`src/rtl/blk_pkg.sv`:
```
package blk_pkg;
  typedef enum logic [1:0] {
    ST_IDLE  = 2'd0,
    ST_READ  = 2'd1,
    ST_WRITE = 2'd2
  } blk_state_e;

  typedef struct packed {
    logic search;
    logic desc;
    logic rpt;
  } blk_op_t;
endpackage

```
`src/rtl/blk_seq.sv`:
```
module blk_seq
  import blk_pkg::*;
(
  input  logic       clk_i,
  input  logic       rst_ni,
  input  logic       start_i,
  input  blk_op_t    op_i,
  input  logic       mem_ack_i,
  input  logic       match_i,
  input  logic       cnt_last_i,
  output blk_state_e state_o,
  output blk_op_t    op_o,
  output logic       load_o,
  output logic       step_o,
  output logic       done_o
);
  blk_state_e state_q, state_d;
  blk_op_t    op_q;
  logic       done_q, fin;

  always_comb begin
    state_d = state_q;
    load_o  = 1'b0;
    step_o  = 1'b0;
    fin     = 1'b0;
    case (state_q)
      ST_IDLE: begin
        if (start_i) begin
          load_o  = 1'b1;
          state_d = ST_READ;
        end
      end
      ST_READ: begin
        if (mem_ack_i) begin
          if (op_q.search) begin
            step_o = 1'b1;
            // stop on hit, on exhausted count, or after one byte
            if (op_q.rpt && !match_i && !cnt_last_i) state_d = ST_READ;
            else begin
              state_d = ST_IDLE;
              fin     = 1'b1;
            end
          end else begin
            state_d = ST_WRITE;
          end
        end
      end
      ST_WRITE: begin
        if (mem_ack_i) begin
          step_o = 1'b1;
          if (op_q.rpt && !cnt_last_i) state_d = ST_READ;
          else begin
            state_d = ST_IDLE;
            fin     = 1'b1;
          end
        end
      end
      default: state_d = ST_IDLE;
    endcase
  end

  always_ff @(posedge clk_i or negedge rst_ni) begin
    if (!rst_ni) begin
      state_q <= ST_IDLE;
      op_q    <= '0;
      done_q  <= 1'b0;
    end else begin
      state_q <= state_d;
      done_q  <= fin;
      if (load_o) op_q <= op_i;
    end
  end

  assign state_o = state_q;
  assign op_o    = op_q;
  assign done_o  = done_q;

  p_done_pulse_r10: assert property (@(posedge clk_i) disable iff (!rst_ni)
    done_q |=> !done_q);
  p_done_idle_r10: assert property (@(posedge clk_i) disable iff (!rst_ni)
    done_q |-> state_q == ST_IDLE);
endmodule

```
`src/rtl/blk_regs.sv`:
```
module blk_regs #(
  parameter int AW = 16,
  parameter int CW = 16
) (
  input  logic          clk_i,
  input  logic          rst_ni,
  input  logic          load_i,
  input  logic [CW-1:0] cnt_ld_i,
  input  logic [AW-1:0] src_ld_i,
  input  logic [AW-1:0] dst_ld_i,
  input  logic          step_i,
  input  logic          desc_i,
  input  logic          step_dst_i,
  output logic [CW-1:0] cnt_o,
  output logic          cnt_last_o,
  output logic [AW-1:0] src_o,
  output logic [AW-1:0] dst_o
);
  localparam int            NPTR  = 2;
  localparam logic [AW-1:0] ONE_A = AW'(1);
  localparam logic [CW-1:0] ONE_C = CW'(1);

  logic [AW-1:0] ld_val [NPTR];
  logic [AW-1:0] ptr_q  [NPTR];
  logic [CW-1:0] cnt_q, cnt_dec;

  assign ld_val[0] = src_ld_i;
  assign ld_val[1] = dst_ld_i;

  // index 0 is the source and moves on every step; index 1 only on copies
  for (genvar i = 0; i < NPTR; i++) begin : g_ptr
    localparam bit ALWAYS_MOVES = (i == 0);
    always_ff @(posedge clk_i or negedge rst_ni) begin
      if (!rst_ni) ptr_q[i] <= '0;
      else if (load_i) ptr_q[i] <= ld_val[i];
      else if (step_i && (ALWAYS_MOVES || step_dst_i))
        ptr_q[i] <= desc_i ? ptr_q[i] - ONE_A : ptr_q[i] + ONE_A;
    end
  end

  assign cnt_dec = cnt_q - ONE_C;

  always_ff @(posedge clk_i or negedge rst_ni) begin
    if (!rst_ni) cnt_q <= '0;
    else if (load_i) cnt_q <= cnt_ld_i;
    else if (step_i) cnt_q <= cnt_dec;
  end

  assign cnt_o      = cnt_q;
  assign cnt_last_o = (cnt_dec == '0);
  assign src_o      = ptr_q[0];
  assign dst_o      = ptr_q[1];

  p_cnt_one_r3: assert property (@(posedge clk_i) disable iff (!rst_ni)
    (step_i && !load_i) |=> (cnt_q + ONE_C) == $past(cnt_q));
endmodule

```
`src/rtl/blk_flags.sv`:
```
module blk_flags #(
  parameter int DW = 8
) (
  input  logic          clk_i,
  input  logic          rst_ni,
  input  logic          step_i,
  input  logic          search_i,
  input  logic          cnt_last_i,
  input  logic [DW-1:0] rdata_i,
  input  logic [DW-1:0] key_i,
  output logic          match_o,
  output logic          pv_o,
  output logic          z_o,
  output logic          h_o,
  output logic          n_o
);
  localparam int NIB = DW / 2;

  logic match, borrow;
  logic pv_q, z_q, h_q, n_q;

  assign match  = (rdata_i == key_i);
  assign borrow = (key_i[NIB-1:0] < rdata_i[NIB-1:0]);

  always_ff @(posedge clk_i or negedge rst_ni) begin
    if (!rst_ni) begin
      pv_q <= 1'b0;
      z_q  <= 1'b0;
      h_q  <= 1'b0;
      n_q  <= 1'b0;
    end else if (step_i) begin
      pv_q <= !cnt_last_i;
      if (search_i) begin
        z_q <= match;
        h_q <= borrow;
        n_q <= 1'b1;
      end else begin
        h_q <= 1'b0;
        n_q <= 1'b0;
      end
    end
  end

  assign match_o = match;
  assign pv_o    = pv_q;
  assign z_o     = z_q;
  assign h_o     = h_q;
  assign n_o     = n_q;

  p_copy_keeps_z_r7: assert property (@(posedge clk_i) disable iff (!rst_ni)
    (step_i && !search_i) |=> ($stable(z_q) && !h_q && !n_q));
endmodule

```
`src/rtl/blk_mover.sv`:
```
module blk_mover
  import blk_pkg::*;
#(
  parameter int AW = 16,
  parameter int CW = 16,
  parameter int DW = 8
) (
  input  logic          clk_i,
  input  logic          rst_ni,
  input  logic          start_i,
  input  logic          search_i,
  input  logic          desc_i,
  input  logic          rpt_i,
  input  logic [CW-1:0] cnt_i,
  input  logic [AW-1:0] src_i,
  input  logic [AW-1:0] dst_i,
  input  logic [DW-1:0] key_i,
  output logic          mem_req_o,
  output logic          mem_we_o,
  output logic [AW-1:0] mem_addr_o,
  output logic [DW-1:0] mem_wdata_o,
  input  logic [DW-1:0] mem_rdata_i,
  input  logic          mem_ack_i,
  output logic          busy_o,
  output logic          done_o,
  output logic [CW-1:0] cnt_o,
  output logic [AW-1:0] src_o,
  output logic [AW-1:0] dst_o,
  output logic          flag_pv_o,
  output logic          flag_z_o,
  output logic          flag_h_o,
  output logic          flag_n_o
);
  blk_state_e    state;
  blk_op_t       op_in, op_q;
  logic          load, step, match, cnt_last;
  logic [DW-1:0] key_q, data_q;

  assign op_in = '{search: search_i, desc: desc_i, rpt: rpt_i};

  blk_seq u_seq (
    .clk_i      (clk_i),
    .rst_ni     (rst_ni),
    .start_i    (start_i),
    .op_i       (op_in),
    .mem_ack_i  (mem_ack_i),
    .match_i    (match),
    .cnt_last_i (cnt_last),
    .state_o    (state),
    .op_o       (op_q),
    .load_o     (load),
    .step_o     (step),
    .done_o     (done_o)
  );

  blk_regs #(.AW(AW), .CW(CW)) u_regs (
    .clk_i      (clk_i),
    .rst_ni     (rst_ni),
    .load_i     (load),
    .cnt_ld_i   (cnt_i),
    .src_ld_i   (src_i),
    .dst_ld_i   (dst_i),
    .step_i     (step),
    .desc_i     (op_q.desc),
    .step_dst_i (!op_q.search),
    .cnt_o      (cnt_o),
    .cnt_last_o (cnt_last),
    .src_o      (src_o),
    .dst_o      (dst_o)
  );

  blk_flags #(.DW(DW)) u_flags (
    .clk_i      (clk_i),
    .rst_ni     (rst_ni),
    .step_i     (step),
    .search_i   (op_q.search),
    .cnt_last_i (cnt_last),
    .rdata_i    (mem_rdata_i),
    .key_i      (key_q),
    .match_o    (match),
    .pv_o       (flag_pv_o),
    .z_o        (flag_z_o),
    .h_o        (flag_h_o),
    .n_o        (flag_n_o)
  );

  always_ff @(posedge clk_i or negedge rst_ni) begin
    if (!rst_ni) begin
      key_q  <= '0;
      data_q <= '0;
    end else begin
      if (load) key_q <= key_i;
      if (state == ST_READ && mem_ack_i) data_q <= mem_rdata_i;
    end
  end

  assign busy_o      = (state != ST_IDLE);
  assign mem_req_o   = busy_o;
  assign mem_we_o    = (state == ST_WRITE);
  assign mem_addr_o  = mem_we_o ? dst_o : src_o;
  assign mem_wdata_o = data_q;

  p_req_hold_r11: assert property (@(posedge clk_i) disable iff (!rst_ni)
    (mem_req_o && !mem_ack_i) |=> (mem_req_o && $stable(mem_addr_o) && $stable(mem_we_o)));
  p_search_no_write_r8: assert property (@(posedge clk_i) disable iff (!rst_ni)
    (busy_o && op_q.search) |-> !mem_we_o);
  p_search_dst_fixed_r8: assert property (@(posedge clk_i) disable iff (!rst_ni)
    (busy_o && op_q.search) |=> $stable(dst_o));
  p_pv_count_r6: assert property (@(posedge clk_i) disable iff (!rst_ni)
    done_o |-> (flag_pv_o == (cnt_o != '0)));
  p_start_ignored_r2: assert property (@(posedge clk_i) disable iff (!rst_ni)
    (busy_o && start_i) |=> $stable(key_q));
endmodule

```
`config.mk`:
```
export PLATFORM = sky130hd
export DESIGN_NAME = blk_mover
export DESIGN_NICKNAME = d
export VERILOG_FILES = /design/src/rtl/blk_pkg.sv /design/src/rtl/blk_seq.sv /design/src/rtl/blk_regs.sv /design/src/rtl/blk_flags.sv /design/src/rtl/blk_mover.sv
export SDC_FILE = /design/constraint.sdc
export NUM_CORES = 1
export LEC_CHECK = 0
export CORE_UTILIZATION = 35
export CTS_CLUSTER_SIZE = 30
export DETAILED_ROUTE_END_ITERATION = 8
export HOLD_SLACK_MARGIN = 0.15
export PLACE_DENSITY = 0.64
export RECOVER_POWER = 50
export SKIP_CTS_REPAIR_TIMING = 1
export SLEW_MARGIN = 20
export SYNTH_ARGS = -nofsm -noshare
export SYNTH_HDL_FRONTEND = slang
export SYNTH_HIERARCHICAL = 1
export SYNTH_SLANG_ARGS = --single-unit
export TNS_END_PERCENT = 5
```
`constraint.sdc`:
```
create_clock -name clk_i -period 3.3 [get_ports clk_i]
set_input_delay 0.33 -clock clk_i [delete_from_list [all_inputs] [get_ports clk_i]]
set_output_delay 0.33 -clock clk_i [all_outputs]
set_load 0.02 [all_outputs]
```
* Yosys cells after proc, flatten, opt, wreduce, memory -nomap -nowiden
Cells that the tools add are included.
Storage, ports and cells: bits in registers 74, input bits 71, output and inout port bits 80, logic and storage cells 70
Cells by class: add/sub/neg operators 5, magnitude comparators 1, equality and inequality tests 6, multiplexer cells 29, reductions and logical operators 15
Operators with widths (number):
- 16-bit 2-to-1 mux | 9
- 16-bit by 1-bit subtractor with 16-bit output, second input constant | 3
- 16-bit by 1-bit adder with 16-bit output, second input constant | 2
- 16-bit zero test | 1
- 1-bit 2-to-1 mux | 13
- 8-bit == test | 1
- 2-bit 2-to-1 mux | 4
- 2-bit one-hot mux with 3 select lines | 1
- 2-bit nonzero test | 3
- 1-bit logical AND | 5
- 4-bit less-than comparator | 1
- 2-bit inequality test, second input constant | 2
- 1-bit one-hot mux with 2 select lines | 2
- 1-bit zero test | 3
- 3-bit AND reduction | 1
- 2-bit by 1-bit == test with 1-bit output, second input constant | 1
- 2-bit == test, second input constant | 1
- 2-bit zero test | 1
- 2-bit by 1-bit inequality test with 1-bit output, second input constant | 1
- 2-bit AND reduction | 1

* Depth between registers and ports, before layout
word-level depth 8, depth in mapped cells 12, gate-level depth less buffers 12

* Modules after synthesis
The synthesis kept the hierarchy.
By module, submodules not included:
- blk_regs | times used 1, cells an instance 433, area each 3673.5 um^2, seq. area each 1201.2 um^2
- blk_mover | times used 1, cells an instance 56, area each 868.3 um^2, seq. area each 400.4 um^2
- blk_seq | times used 1, cells an instance 34, area each 370.4 um^2, seq. area each 150.1 um^2
- blk_flags | times used 1, cells an instance 31, area each 291.5 um^2, seq. area each 100.1 um^2

* Least setup slack after synthesis
No wires, ideal clock.
path type flip-flop to flip-flop, from reg u_seq/op_o[1] (netlist name), to reg u_regs.ptr_q, in the netlist u_regs/dst_o[14], setup time 126 ps, arrival time 2897 ps, data required time 3174 ps, slack 277 ps, cell stages (with the launch flop) 10, path buffers 0, clock period less this slack 3023 ps, cells stage by stage dfrtp_1 > inv_1 > fa_1 > nand2b_1 > a21oi_1 > a21o_2 > nand2_1 > o21ai_0 > xor2_1 > a221o_1
Between the ends: longest elaborated chain between the ends 3
Ends and longest elaborated chain:
- 16-bit 2-to-1 mux | RTL line blk_regs.sv:37 | ptr_q[i] <= desc_i ? ptr_q[i] - ONE_A : ptr_q[i] + ONE_A;
- 16-bit 2-to-1 mux | RTL line blk_regs.sv:36 | else if (step_i && (ALWAYS_MOVES || step_dst_i))
- 16-bit 2-to-1 mux | RTL line blk_regs.sv:35 | else if (load_i) ptr_q[i] <= ld_val[i];
- to (signal, indexed assignment) | RTL line blk_regs.sv:35
- to (signal, indexed assignment) | RTL line blk_regs.sv:37
- to (decl) | RTL line blk_regs.sv:24 | logic [AW-1:0] ptr_q [NPTR];
Every way passes these cells. The select of a mux whose other input is x is not followed. A chain may end at the register's enable or synchronous reset.

* Final worst setup path
from reg u_regs.cnt_q[5], in the netlist u_regs/cnt_o[5], to reg u_seq.state_q[0], in the netlist u_seq/state_o[0]
Between the ends: longest elaborated chain between the ends 8, elaborated cells between the ends (all ways) 11, those cells by class add/sub (1); mux (6); reduce/logical (4)
Ends and longest elaborated chain:
- from (decl) | RTL line blk_regs.sv:25 | logic [CW-1:0] cnt_q, cnt_dec;
- from (signal assigned) | RTL line blk_regs.sv:45 | else if (load_i) cnt_q <= cnt_ld_i;
- from (signal assigned) | RTL line blk_regs.sv:46 | else if (step_i) cnt_q <= cnt_dec;
- 16-bit by 1-bit subtractor with 16-bit output (*) | RTL line blk_regs.sv:41 | assign cnt_dec = cnt_q - ONE_C;
- 16-bit zero test (*) | RTL line blk_regs.sv:50 | assign cnt_last_o = (cnt_dec == '0);
- named net cnt_last | RTL line blk_mover.sv:36 | logic load, step, match, cnt_last;
- 1-bit zero test (*) | RTL line blk_seq.sv:38, blk_seq.sv:51
- 1-bit logical AND | RTL line blk_seq.sv:38 | if (op_q.rpt && !match_i && !cnt_last_i) state_d = ST_READ;
- 1-bit 2-to-1 mux | RTL line blk_seq.sv:38
- 2-bit 2-to-1 mux | RTL line blk_seq.sv:35 | if (op_q.search) begin
- 2-bit 2-to-1 mux | RTL line blk_seq.sv:34 | if (mem_ack_i) begin
- 2-bit one-hot mux with 3 select lines (*) | RTL line blk_seq.sv:26 | case (state_q)
- to (signal assigned) | RTL line blk_seq.sv:68 | state_q <= state_d;
- to (decl) | RTL line blk_seq.sv:17 | blk_state_e state_q, state_d;
Mark *: on every way through the listed nets, which the timed path passes. The rest lies on a longest branch. The select of a mux whose other input is x is not followed.

==> results.md <==
* Initial antenna violation count at 0
* CTS Sinks at 74
* RePlAce Congestion at about 0.92
* Critical Path Start Type: register
* Internal power at roughly 4.6 mW
* Post-synth cell types at 63
* Fin area at between 7000 and 8000 sq um
* Clock Tree Root: clkbuf_16
* Seq/Total Area, Yosys at 0.356
* Ratio of cells with drive above 1 in the final layout at 0.113
* Clk pin slew, worst setup/hold paths at roughly 0.060 ns
* Number of diodes at 0
* Status: finished with violations
* Synthesized area at about 5200 sq um
* Ys async rst share at 1.00
* Syn avg cell area at ~9.4 sq um
* Die H at approximately 120 um
* Fin. max-slew vios at 75
* Initial drt markers at between 200 and 250
* Dominant synthesized flop cell: dfrtp_1
* Final min period at between 3 and 4 ns
* Global-route wire length before repair at roughly 24,000 um
* Final setup violation count at 0
* CP Capture Type: register
* Tcrit/Tclk final at 0.933
* Sw Ratio at 0.454
* Placeable Area at between 10,000 and 15,000 sq um
* Final hold slack at a little under 0.5 ns
* Port bufs at 150
* Max-Cap Viols at 1
* Adder-cell area share of the yosys netlist at 0.0991
* Dpl hpwl at 10,900 um
* Static leakage power at slightly above 3 nW
* H-tree depth at 3
* Placed cell area at between 6000 and 7000 sq um
* P_sw at 3.86 mW
* DR pass1 iterations at 4
* Total track usage at 0.203
* Setup tns final at 0 ns
* YS warnings at 6
* PD cells at approximately 1200 nW/um^2
* Compound-Gate Fraction of Synth Area at 0.184
* Dpl ws at 0.253 ns
* Slew headroom at -0.286
* Xor-xnor portion of the synthesized cell area at 0.0791
* Post-Synth Simple-Gate Area at 0.139
* Clk buf depth at 2
* Sequential share of power at 0.223
* CTS tree: built
* Most common cell after layout, fill and taps aside: clkdlybuf4s50_1
* Vias at roughly 4,700
* Pin count of the biggest net entering global routing at 92
* Clock Latency Late Sink at 0.34 ns
* Failing checks: max-capacitance violations, max-slew violations
* CTS buffer count at 9
* EDFF count, synth at 0
* CP Class: register to register
* Critical Path Most Common Cell: nor3_1
* Fin nets at 813
* # DRC at 0
* CP Data Required Time at 3.52 ns
* Most frequent cells in the layout: clkdlybuf4s50_1, dfrtp_1, nand2_1, o21ai_0, a21oi_1
* GR Overflow Total at 0
* IO Pins at between 150 and 200
* Fmax achieved at 0.325 GHz
* Area grow syn2layout at 38.6%
* Hold Vio Cnt, Final at 0
* Measured slew at the worst slew-check pin at around 1.9 ns
* Number of global-route vias before repair at 4,713
* Post-synth net total at approximately 670
* Die Width at ~120 um
* Critical Path Max Stage Delay at ~0.58 ns
* Cells after synthesis at ~550
* RSZ-0062 raised after global routing: false
* Cell with the largest stage delay on the worst path: or4_1
* Drt wl/cell at ~16 um
* Register bit total from synthesis at 74
* Worst-path cell chain: nor3_1, nand3b_1, or4_1, nor3_1, a31oi_1, o31ai_1, nor4b_1, and4b_1, a221oi_2, o41ai_2
* Worst setup margin at between 0.2 and 0.25 ns
* Mean number of vias per cell at between 5 and 6
* Row count at between 40 and 50
* Post-synthesis mux area share at 0.102
* Post-Route WL at 14,700 um
* Initial core utilization at 0.358
* Comb pwr share at 0.646
* Critical Path AT at 3.30 ns
* Clk_skew at roughly 0.0078 ns
* Largest family of logic cells by synthesized area: compound AO/OA/AOI/OAI gates
* Critical path peak fanout at 7
* Post-route ant nets at 0
* HP Class: register to register
* Die area at 15,400 sq um
* Util after Layout at 0.496
* Clock power frac at 0.131
* Maximum VDD drop at 0.539 mV
==> flip-flops by register name (all words and copies together) (netlist names) <==
register / flops
u_seq/op_o: 3
u_flags/n_o: 1
u_regs/dst_o: 16
u_flags/pv_o: 1
u_seq/done_o: 1
mem_wdata_o: 8
u_regs/src_o: 16
u_regs/cnt_o: 16
key_q: 8
u_seq/state_o: 2
u_flags/z_o: 1
u_flags/h_o: 1
==> area by class of cell <==
type                            instances  area [sq um]
Clock inverter                          5          85.1
Clock buffer                           11           253
Multi-Input combinational cell        437          3140
Sequential cell                        74          1850
Inverter                               23          86.3
Tap cell                              184           230
Timing Repair Buffer                  157          1560
Fill cell                            1377          7320
==> metrics by stage <==
step / power [mW] / instances
floorplan: 5.52 / 554
global placement: 7.27 / 875
detailed placement: 7.41 / 875
CTS: 8.58 / 891
global route: 9.18 / 891
finish: 8.50 / 891
==> critical path, delay by kind of cell, from the launching register on <==
family          cells  cell delay (ns)
simple gates        6             2.03
flops               1             0.43
compound gates      4             0.50
==> cell usage after synthesis (all sizes together) (3+ instances only) <==
master   number  area share
xnor2        25       0.042
a2bb2oi       4      0.0067
nand3b        3      0.0050
a21o         12       0.018
nor4          4      0.0048
buf           7       0.012
nor2b         6      0.0077
nand3         5      0.0048
ha           38       0.091
o21ai        56       0.054
mux2         38       0.089
mux2i         7       0.013
inv          22       0.016
nand4         5      0.0060
o41ai         3      0.0079
nor3         10      0.0096
a31oi         8       0.013
a22oi         3      0.0043
a211oi        4      0.0058
a21oi        41       0.039
and3          5      0.0060
nand2        65       0.047
dfrtp        74        0.36
nand2b        3      0.0036
o21a          5      0.0072
a221o         3      0.0058
clkbuf       12      0.0087
nor2         37       0.027
xor2         22       0.037
==> worst paths after layout <==
check	cells after the start	slack, ns	start	to
worst max-delay path	10	0.22	u_regs/cnt_o[5]	u_seq/state_o[0]
worst min-delay path	2	0.49	u_flags/pv_o	u_flags/pv_o
worst max register to register	10	0.22	u_regs/cnt_o[5]	u_seq/state_o[0]
worst min register to register	2	0.49	u_flags/pv_o	u_flags/pv_o
max in group asynchronous	1	1.50	rst_ni	u_seq/op_o[1]
min in group asynchronous	1	0.52	rst_ni	mem_wdata_o[3]
==> routing by layer <==
metal,GRT usage,part of all wire
met1,0.259,0.46
met2,0.329,0.46
met3,0.0481,0.060
met4,0.0811,0.018
met5,0,0
==> power by group through the flow <==
stage	registers [mW]	clock network (mW)	logic (mW)
after floorplan	2.20	0	3.31
after global placement	1.90	0	5.37
after detailed placement	1.92	0	5.49
after CTS	1.91	1.14	5.53
after global routing	1.98	1.18	6.02
final	1.90	1.11	5.49
==> kinds of logic (layout without fill, tap and decap cells) <==
family | Yosys count | count (layout)
AO/OA/AOI/OAI | 151 | 151
multiplexers | 45 | 45
AND/OR/NAND/NOR | 154 | 154
flip-flops | 74 | 74
adder cells (fa/ha/maj) | 40 | 40
XOR/XNOR | 47 | 47
buffers and inverters | 43 | 196
Power figures use the tool's default switching activity.
